**src/rtl/kbc_outport_pkg.sv**
```systemverilog
package kbc_outport_pkg;

  localparam int PORT_W = 8;

  // Opcodes the port logic reacts to
  localparam logic [7:0] OP_MODE_WRITE     = 8'h60;
  localparam logic [7:0] OP_PORT_READ      = 8'hD0;
  localparam logic [7:0] OP_PORT_WRITE     = 8'hD1;
  localparam logic [7:0] OP_OBUF_WRITE     = 8'hD2;
  localparam logic [7:0] OP_AUX_OBUF_WRITE = 8'hD3;
  localparam logic [7:0] OP_AUX_SEND       = 8'hD4;
  localparam logic [7:0] OP_GATE_OFF       = 8'hDD;
  localparam logic [7:0] OP_GATE_ON        = 8'hDF;
  localparam logic [3:0] PULSE_NIBBLE      = 4'hF;

  // Port layout
  localparam logic [PORT_W-1:0] PORT_RESET = 8'hCF;
  localparam int PB_RUN   = 0;
  localparam int PB_GATE  = 1;
  localparam int PB_KFULL = 4;
  localparam int PB_AFULL = 5;

  typedef enum logic [2:0] {
    ACT_NONE,
    ACT_ARM,
    ACT_DISARM,
    ACT_GATE_ON,
    ACT_GATE_OFF,
    ACT_PULSE_RST
  } act_e;

  function automatic logic is_pulse_family(input logic [7:0] op);
    return op[7:4] == PULSE_NIBBLE;
  endfunction

  // 0 in a pulse-mask bit means "pulse"; only bit 0 (reset line) matters
  function automatic logic pulse_hits_run(input logic [7:0] op);
    return is_pulse_family(op) && !op[PB_RUN];
  endfunction

  function automatic act_e classify(input logic [7:0] op);
    act_e a;
    if (pulse_hits_run(op)) a = ACT_PULSE_RST;
    else if (is_pulse_family(op)) a = ACT_NONE;
    else begin
      unique case (op)
        OP_PORT_WRITE:                    a = ACT_ARM;
        OP_MODE_WRITE, OP_OBUF_WRITE,
        OP_AUX_OBUF_WRITE, OP_AUX_SEND:   a = ACT_DISARM;
        OP_GATE_ON:                       a = ACT_GATE_ON;
        OP_GATE_OFF:                      a = ACT_GATE_OFF;
        default:                          a = ACT_NONE;
      endcase
    end
    return a;
  endfunction

  // Visible port: stored bits with the two live buffer-full mirrors
  function automatic logic [PORT_W-1:0] merge_mirrors(input logic [PORT_W-1:0] stored,
                                                      input logic kf, input logic af);
    logic [PORT_W-1:0] v;
    v = stored;
    v[PB_KFULL] = kf;
    v[PB_AFULL] = af;
    return v;
  endfunction

endpackage

```
**src/rtl/kbc_cmd_decode.sv**
```systemverilog
module kbc_cmd_decode
  import kbc_outport_pkg::*;
(
  input  logic       cmd_valid,
  input  logic [7:0] cmd_byte,
  output act_e       act
);
  always_comb begin
    act = ACT_NONE;
    if (cmd_valid) act = classify(cmd_byte);
  end
endmodule

```
**src/rtl/kbc_port_reg.sv**
```systemverilog
module kbc_port_reg
  import kbc_outport_pkg::*;
#(
  parameter int W = PORT_W,
  parameter logic [W-1:0] RESET_VAL = PORT_RESET
) (
  input  logic         clk,
  input  logic         rst_n,
  input  act_e         act,
  input  logic         data_valid,
  input  logic [W-1:0] data_byte,
  output logic [W-1:0] stored,
  output logic         armed,
  output logic         wr_fire
);
  logic [W-1:0] stored_nx;
  logic         armed_nx;
  logic         take_data;

  assign take_data = data_valid && armed;
  assign wr_fire   = take_data && !data_byte[PB_RUN];

  // Data byte is applied first, then the command acts on the result
  always_comb begin
    stored_nx = stored;
    armed_nx  = armed;
    if (data_valid) begin
      armed_nx = 1'b0;
      if (armed) stored_nx = data_byte;
    end
    unique case (act)
      ACT_ARM:      armed_nx = 1'b1;
      ACT_DISARM:   armed_nx = 1'b0;
      ACT_GATE_ON:  stored_nx[PB_GATE] = 1'b1;
      ACT_GATE_OFF: stored_nx[PB_GATE] = 1'b0;
      default: ;
    endcase
  end

  always_ff @(posedge clk) begin
    if (!rst_n) begin
      stored <= RESET_VAL;
      armed  <= 1'b0;
    end else begin
      stored <= stored_nx;
      armed  <= armed_nx;
    end
  end
endmodule

```
**src/rtl/kbc_rst_stretch.sv**
```systemverilog
module kbc_rst_stretch #(
  parameter int HOLD = 4
) (
  input  logic clk,
  input  logic rst_n,
  input  logic fire,
  output logic req
);
  localparam int CW = (HOLD < 2) ? 1 : $clog2(HOLD + 1);
  localparam logic [CW-1:0] LOAD = CW'(HOLD);

  generate
    if (HOLD <= 1) begin : g_single
      always_ff @(posedge clk) begin
        if (!rst_n) req <= 1'b0;
        else        req <= fire;
      end
    end else begin : g_count
      logic [CW-1:0] cnt;
      always_ff @(posedge clk) begin
        if (!rst_n)          cnt <= '0;
        else if (fire)       cnt <= LOAD;
        else if (cnt != '0)  cnt <= cnt - 1'b1;
      end
      assign req = (cnt != '0);
    end
  endgenerate
endmodule

```
**src/rtl/kbc_outport.sv**
```systemverilog
module kbc_outport
  import kbc_outport_pkg::*;
#(
  parameter int RST_HOLD = 4
) (
  input  logic       clk,
  input  logic       rst_n,
  input  logic       cmd_valid,
  input  logic [7:0] cmd_byte,
  input  logic       data_valid,
  input  logic [7:0] data_byte,
  input  logic       kbd_full,
  input  logic       aux_full,
  output logic [7:0] port_value,
  output logic       a20_o,
  output logic       sys_rst_req
);
  act_e              act_w;
  logic [PORT_W-1:0] stored_w;
  logic              armed_w;
  logic              wr_fire_w;
  logic              pulse_fire_w;
  logic              rst_fire_w;

  kbc_cmd_decode u_dec (
    .cmd_valid (cmd_valid),
    .cmd_byte  (cmd_byte),
    .act       (act_w)
  );

  kbc_port_reg #(.W(PORT_W), .RESET_VAL(PORT_RESET)) u_port (
    .clk        (clk),
    .rst_n      (rst_n),
    .act        (act_w),
    .data_valid (data_valid),
    .data_byte  (data_byte),
    .stored     (stored_w),
    .armed      (armed_w),
    .wr_fire    (wr_fire_w)
  );

  assign pulse_fire_w = (act_w == ACT_PULSE_RST);
  assign rst_fire_w   = pulse_fire_w || wr_fire_w;

  kbc_rst_stretch #(.HOLD(RST_HOLD)) u_rst (
    .clk   (clk),
    .rst_n (rst_n),
    .fire  (rst_fire_w),
    .req   (sys_rst_req)
  );

  assign port_value = merge_mirrors(stored_w, kbd_full, aux_full);
  assign a20_o      = stored_w[PB_GATE];
endmodule

```
**config.mk**
```make
export PLATFORM = sky130hd
export DESIGN_NAME = kbc_outport
export DESIGN_NICKNAME = d
export VERILOG_FILES = /design/src/rtl/kbc_outport_pkg.sv /design/src/rtl/kbc_cmd_decode.sv /design/src/rtl/kbc_port_reg.sv /design/src/rtl/kbc_rst_stretch.sv /design/src/rtl/kbc_outport.sv
export SDC_FILE = /design/constraint.sdc
export NUM_CORES = 1
export LEC_CHECK = 0
export ABC_AREA = 0
export BUFFER_PORTS_ARGS = -buffer_cell sky130_fd_sc_hd__buf_2
export CAP_MARGIN = 20
export CORE_UTILIZATION = 43
export CTS_CLUSTER_SIZE = 24
export DETAILED_ROUTE_END_ITERATION = 8
export MAX_ROUTING_LAYER = met4
export PLACE_DENSITY = 0.85
export SETUP_SLACK_MARGIN = 0.05
export SLEW_MARGIN = 20
export SYNTH_ARGS = -nofsm -noshare
export SYNTH_HDL_FRONTEND = slang
export SYNTH_SLANG_ARGS = --single-unit
```
**constraint.sdc**
```tcl
create_clock -name clk -period 1.67 [get_ports clk]
set_clock_uncertainty 0.15 [all_clocks]
set_input_delay 0.0835 -clock clk [delete_from_list [all_inputs] [get_ports clk]]
set_output_delay 0.0835 -clock clk [all_outputs]
set_load 0.03 [all_outputs]
```
== Yosys cells after proc, flatten, opt, wreduce, memory -nomap -nowiden ==
Cells that the tools add are included.

* Multiplexer cells: 11
* Add/sub/neg operators: 1
* Bitwise operators: 1
* Equal/unequal tests: 13
* Reductions and logical operators: 15

{| class="wikitable"
|+ Operators with widths
! cell !! number
|-
| 8-bit == test (second input constant) || 6
|-
| 3-bit two-way mux || 5
|-
| 3-bit case mux with 4 select lines || 1
|-
| 3-bit nonzero test || 4
|-
| 8-bit by 7-bit == test with 1-bit output (second input constant) || 1
|-
| 3-bit by 2-bit == test with 1-bit output (second input constant) || 2
|-
| 3-bit == test (second input constant) || 2
|-
| 4-bit == test (second input constant) || 1
|-
| 2-bit two-way mux || 2
|-
| 1-bit case mux with 2 select lines || 2
|-
| 2-bit AND reduction || 2
|-
| 4-bit OR reduction || 1
|-
| 3-bit by 1-bit == test with 1-bit output (second input constant) || 1
|-
| 1-bit logical AND || 3
|-
| 3-bit by 1-bit subtractor with 3-bit output (second input constant) || 1
|-
| 1-bit logical NOT || 2
|-
| 2-bit nonzero test || 1
|-
| 2-bit OR reduction || 1
|-
| 1-bit logical OR || 1
|-
| 1-bit two-way mux || 1
|-
| 1-bit inverter || 1
|}

* Logic and storage cells: 46
* Bits of input ports: 22
* Register bits: 12
* Output and inout port bits: 10

== Logic depth before layout (Yosys ltp) ==
* Depth in word-level cells: 9
* Mapped depth: 6
* Depth with buffers taken out: 6

== Cells and area by module ==
A second synthesis with hierarchy kept.

* Cells, all modules: 88
* Area, all modules: 710.7 um^2

{| class="wikitable"
|+ Modules (own cells, without submodules)
! module !! area each (um^2) !! times used !! seq. area each (um^2) !! cells an instance
|-
| kbc_port_reg || 369.1 || 1 || 180.2 || 45
|-
| kbc_rst_stretch || 167.7 || 1 || 60.1 || 18
|-
| kbc_cmd_decode || 140.1 || 1 || 0.0 || 20
|-
| kbc_outport || 33.8 || 1 || 0.0 || 5
|}

== Worst setup path before layout ==
Ideal clock, no wire load.

* Path type: in2reg
* From: input port cmd_byte[0]
* To: register u_port.stored[1]
* Required time: 1.455 ns
* Path buffers: 0
* Stages on the path: 5
* Setup time: 0.065 ns
* Path slack: 0.254 ns
* Data arrival time: 1.201 ns
* Cells stage by stage: or4b_1 a311oi_1 a31oi_1 o211a_1 nor2b_1

* Word-level cells in the longest chain between the ends: 9
* Elaborated cells between the ends (all ways): 20
* Those cells by class: 9 x eq/ne; 5 x mux; 6 x reduce/logical

{| class="wikitable"
|+ RTL lines
! element !! line !! RTL
|-
| start, declared || kbc_outport.sv:9 || <nowiki>input logic [7:0] cmd_byte,</nowiki>
|-
| 8-bit by 7-bit == test with 1-bit output or 8-bit == test (tied branches) || kbc_outport_pkg.sv:46 || <nowiki>unique case (op)</nowiki>
|-
| 4-bit OR reduction || kbc_outport_pkg.sv:46 ||
|-
| 3-bit case mux with 4 select lines || kbc_outport_pkg.sv:46 ||
|-
| 3-bit two-way mux || kbc_outport_pkg.sv:44 || <nowiki>else if (is_pulse_family(op)) a = ACT_NONE;</nowiki>
|-
| 3-bit two-way mux (*) || kbc_outport_pkg.sv:43 || <nowiki>if (pulse_hits_run(op)) a = ACT_PULSE_RST;</nowiki>
|-
| 3-bit two-way mux (*) || kbc_cmd_decode.sv:10 || <nowiki>if (cmd_valid) act = classify(cmd_byte);</nowiki>
|-
| 3-bit by 2-bit == test with 1-bit output or 3-bit == test (tied branches) || kbc_port_reg.sv:31 || <nowiki>unique case (act)</nowiki>
|-
| 3-bit nonzero test (no source line) || - ||
|-
| 2-bit AND reduction (no source line) || - ||
|-
| end signal, assigned || kbc_port_reg.sv:45 || <nowiki>stored <= stored_nx;</nowiki>
|-
| end, declared || kbc_port_reg.sv:12 || <nowiki>output logic [W-1:0] stored,</nowiki>
|}

Every way passes the cells marked *; elsewhere a longest branch is shown, timed or not.
A chain may end at the register's enable or synchronous reset.

== Worst setup path after layout ==
* From: register u_port.armed
* To: register u_port.stored[0]

* Word-level cells in the longest chain between the ends: 1

{| class="wikitable"
|+ RTL lines
! element !! line !! RTL
|-
| start, declared || kbc_port_reg.sv:13 || <nowiki>output logic armed,</nowiki>
|-
| start signal, assigned || kbc_port_reg.sv:46 || <nowiki>armed <= armed_nx;</nowiki>
|-
| 2-bit AND reduction (no source line) || - ||
|}

No other way between the ends.

==> impl_metrics.toml <==
[finish]
fin_area_um2 = 900.9
n_antenna_cell = 0
final_cell_mix = "buf_2 (24), nand2_1 (11), dlygate4sd3_1 (11)"
fin_util = 0.6838
multiInputGateArea_um2 = 380.4
seq_area_um2 = 201.4
mostFrequentLayoutCell = "buf_2"
fin_nets = 142
layout-drive-gt1-share = 0.3103
syn_to_final_growth_pct = 45.75
nFillCells = 110

[worst_setup_path]
crit_type = "reg -> reg"
crit_path_top_delay_cell = "dlygate4sd3_1"
max_stage_delay_ps = 560
startpoint_type = "register"
worstPathCellList = "and2_2 > nor2_1 > o21ai_0 > dlygate4sd3_1"
crit_arrival_ps = 1620
path_max_fanout = 6
rr_startpoint = "u_port.armed$_SDFFE_PN0P_"
r2r_end = "u_port.stored[0]$_SDFFE_PN1P_"
reg2reg_depth = 4
regToRegSetupSlack_ps = 110
cp.required_ps = 1730
critPathCaptureType = "register"

[sta]
hold_viol = 0
setup_viol = 0
drv_slew = 0
tightest_slew_ps = 274.1
layout_setup_ws_ps = 110.7
max_freq_mhz = 641.3
rsz0062_at_grt = "false"
maxSlewHeadroom = 0.8147
final.min_clock_period_ps = 1559
setup_tns_ps = 0
fin_crit_sh = 0.9337

[yosys]
yosys_warnings = 0
synth-seq-area-share = 0.3239
synth-async-reset-ratio = 0
netlist_area_um2 = 618.1
syn-num-nets = 106
yosysUniqueCellTypes = 30
ys_ff_latch = 10
synthFlopType = "dfxtp_1"
avgSynthCellArea_um2 = 7.631
syn_inst = 81
synth_edf_count = 0

[grt]
grt_pass1_wl_um = 1918
grtUsageTotal = 0.1892
grt.overflow.total = 0
grt_pass1_vias = 510
grt_max_degree = 12
grt_antenna_before_repair = 0

[power_and_ir_drop]
seqPwrFrac = 0.347
internal_power_uw = 527.2
power_density_nw_per_um2 = 871.4
comb_power_share = 0.368
power.leakage_nw = 0.4051
p_sw_uw = 257.8
max-vdd-ir-drop_v = 0.0004506
clkPwrFrac = 0.284
power_switching_share = 0.3284

[floorplan]
io_pins = 32
die_w_um = 39.92
dieArea_um2 = 1593
core_um2 = 1318
die_y_um = 39.92
placementRows = 13
start_util = 0.4691

[route]
drt_pass1_iterations = 4
wl_per_cell_um = 11.83
drc = 0
via_per_inst = 5.122
met2_length_um = 799
wl_met1_um = 640
num_vias = 671
postRouteAntennaNets = 0
wl_met3_um = 65
drtIter0Drc = 10
highest_layer = "met4"
routed_wirelength_um = 1550

[clock_tree]
clock_path_buffers = 2
clk_latency_ps = 270
cts_tree = "done"
htree_levels = 1
cts_sinks = 10
cts_setup_buffers = 0
cts-root-buf = "clkbuf_4"
clk_pin_slew_ps = 80
numCtsBuffers = 3

[run]
cap_violations = 0

[placement]
gp_congestion = 0.7082
place_area_um2 = 732.0
io_buffers = 25
post-dp-hpwl_um = 1036
place_ws_ps = 22.18

[outcome]
status = "finished clean"

[hold_path]
whs_path_depth = 0
hold_path_class = "in -> out"
holdPathEnd = "port_value[4]"
hp-start = "kbd_full"
-- sequential cells by signal, indices dropped and copies added (netlist names) --
name,cells
u_port.stored,6
u_rst.g_count.cnt,3
u_port.armed,1
-- power by group through the flow --
stage | combinational [mW] | clock (mW) | sequential [mW]
after floorplan | 0.179 | 0 | 0.275
after global placement | 0.224 | 0 | 0.276
after detailed placement | 0.241 | 0 | 0.277
after CTS | 0.258 | 0.219 | 0.271
after global routing | 0.318 | 0.229 | 0.276
final | 0.289 | 0.223 | 0.273
-- stage by stage --
step / cells / hold slack (ps) / power, mW
CTS: 131 / 17.35 / 0.7483
global route: 131 / 17.05 / 0.8234
detailed placement: 116 / 17.35 / 0.5178
finish: 131 / 17.01 / 0.7850
floorplan: 81 / 57.65 / 0.4546
global placement: 116 / 17.35 / 0.4991
-- worst max-delay path: cells and delay by family (launching register included) --
kind	cells	cell delay, ps
compound gates	1	130
buf+inv	1	560
flops	1	370
simple gates	2	280
-- layer usage --
layer / vias to the layer above / global-route usage
li1: 342 / -
met1: 292 / 0.1932
met2: 27 / 0.3306
met3: 10 / 0.05114
met4: 0 / 0.08621
met5: - / -
-- worst max path at each step --
stage                                            from                            end  slack [ps]  cells past startpoint
finish                      u_port.armed$_SDFFE_PN0P_  u_port.stored[0]$_SDFFE_PN1P_         110                      4
global route                u_port.armed$_SDFFE_PN0P_  u_port.stored[0]$_SDFFE_PN1P_          40                      4
CTS                 u_rst.g_count.cnt[0]$_SDFFE_PP0P_                    sys_rst_req         100                      5
detailed placement                        cmd_byte[1]  u_port.stored[1]$_SDFFE_PN1P_          20                      6
global placement                          cmd_byte[1]  u_port.stored[1]$_SDFFE_PN1P_          80                      6
floorplan                                 cmd_byte[0]  u_port.stored[1]$_SDFFE_PN1P_         250                      5
-- area by class of cell --
class | instances | area share
multi-input combinational | 59 | 0.4222
timing repair buffer | 36 | 0.2639
sequential | 10 | 0.2236
clock buffer | 4 | 0.04028
inverter | 7 | 0.02917
tap | 15 | 0.02083
-- Yosys cell counts, types with 2 or more instances --
master | count | share of area
nor2b_1 | 2 | 0.020
ha_1 | 3 | 0.061
nor2_1 | 10 | 0.061
o21ai_0 | 2 | 0.016
dfxtp_1 | 10 | 0.32
buf_4 | 3 | 0.036
a21oi_1 | 4 | 0.032
mux2i_1 | 2 | 0.032
clkbuf_1 | 2 | 0.012
inv_1 | 7 | 0.043
nand2_1 | 12 | 0.073
nand3_1 | 6 | 0.049
-- cells by family after synthesis --
logic type               share of synthesized area
AND/OR/NAND/NOR                             0.3361
AO/OA/AOI/OAI                               0.1417
buffers and inverters                      0.09110
flip-flops                                  0.3239
adder cells (fa/ha/maj)                    0.06074
multiplexers                               0.03239
XOR/XNOR                                   0.01417
-- timing repair --
action                                  CTS  global route
hold endpoints to repair                  6             0
gates resized for setup                   1             6
hold buffers                             11             0
endpoints found under the setup margin    1             2
Power figures use the tool's default switching activity.
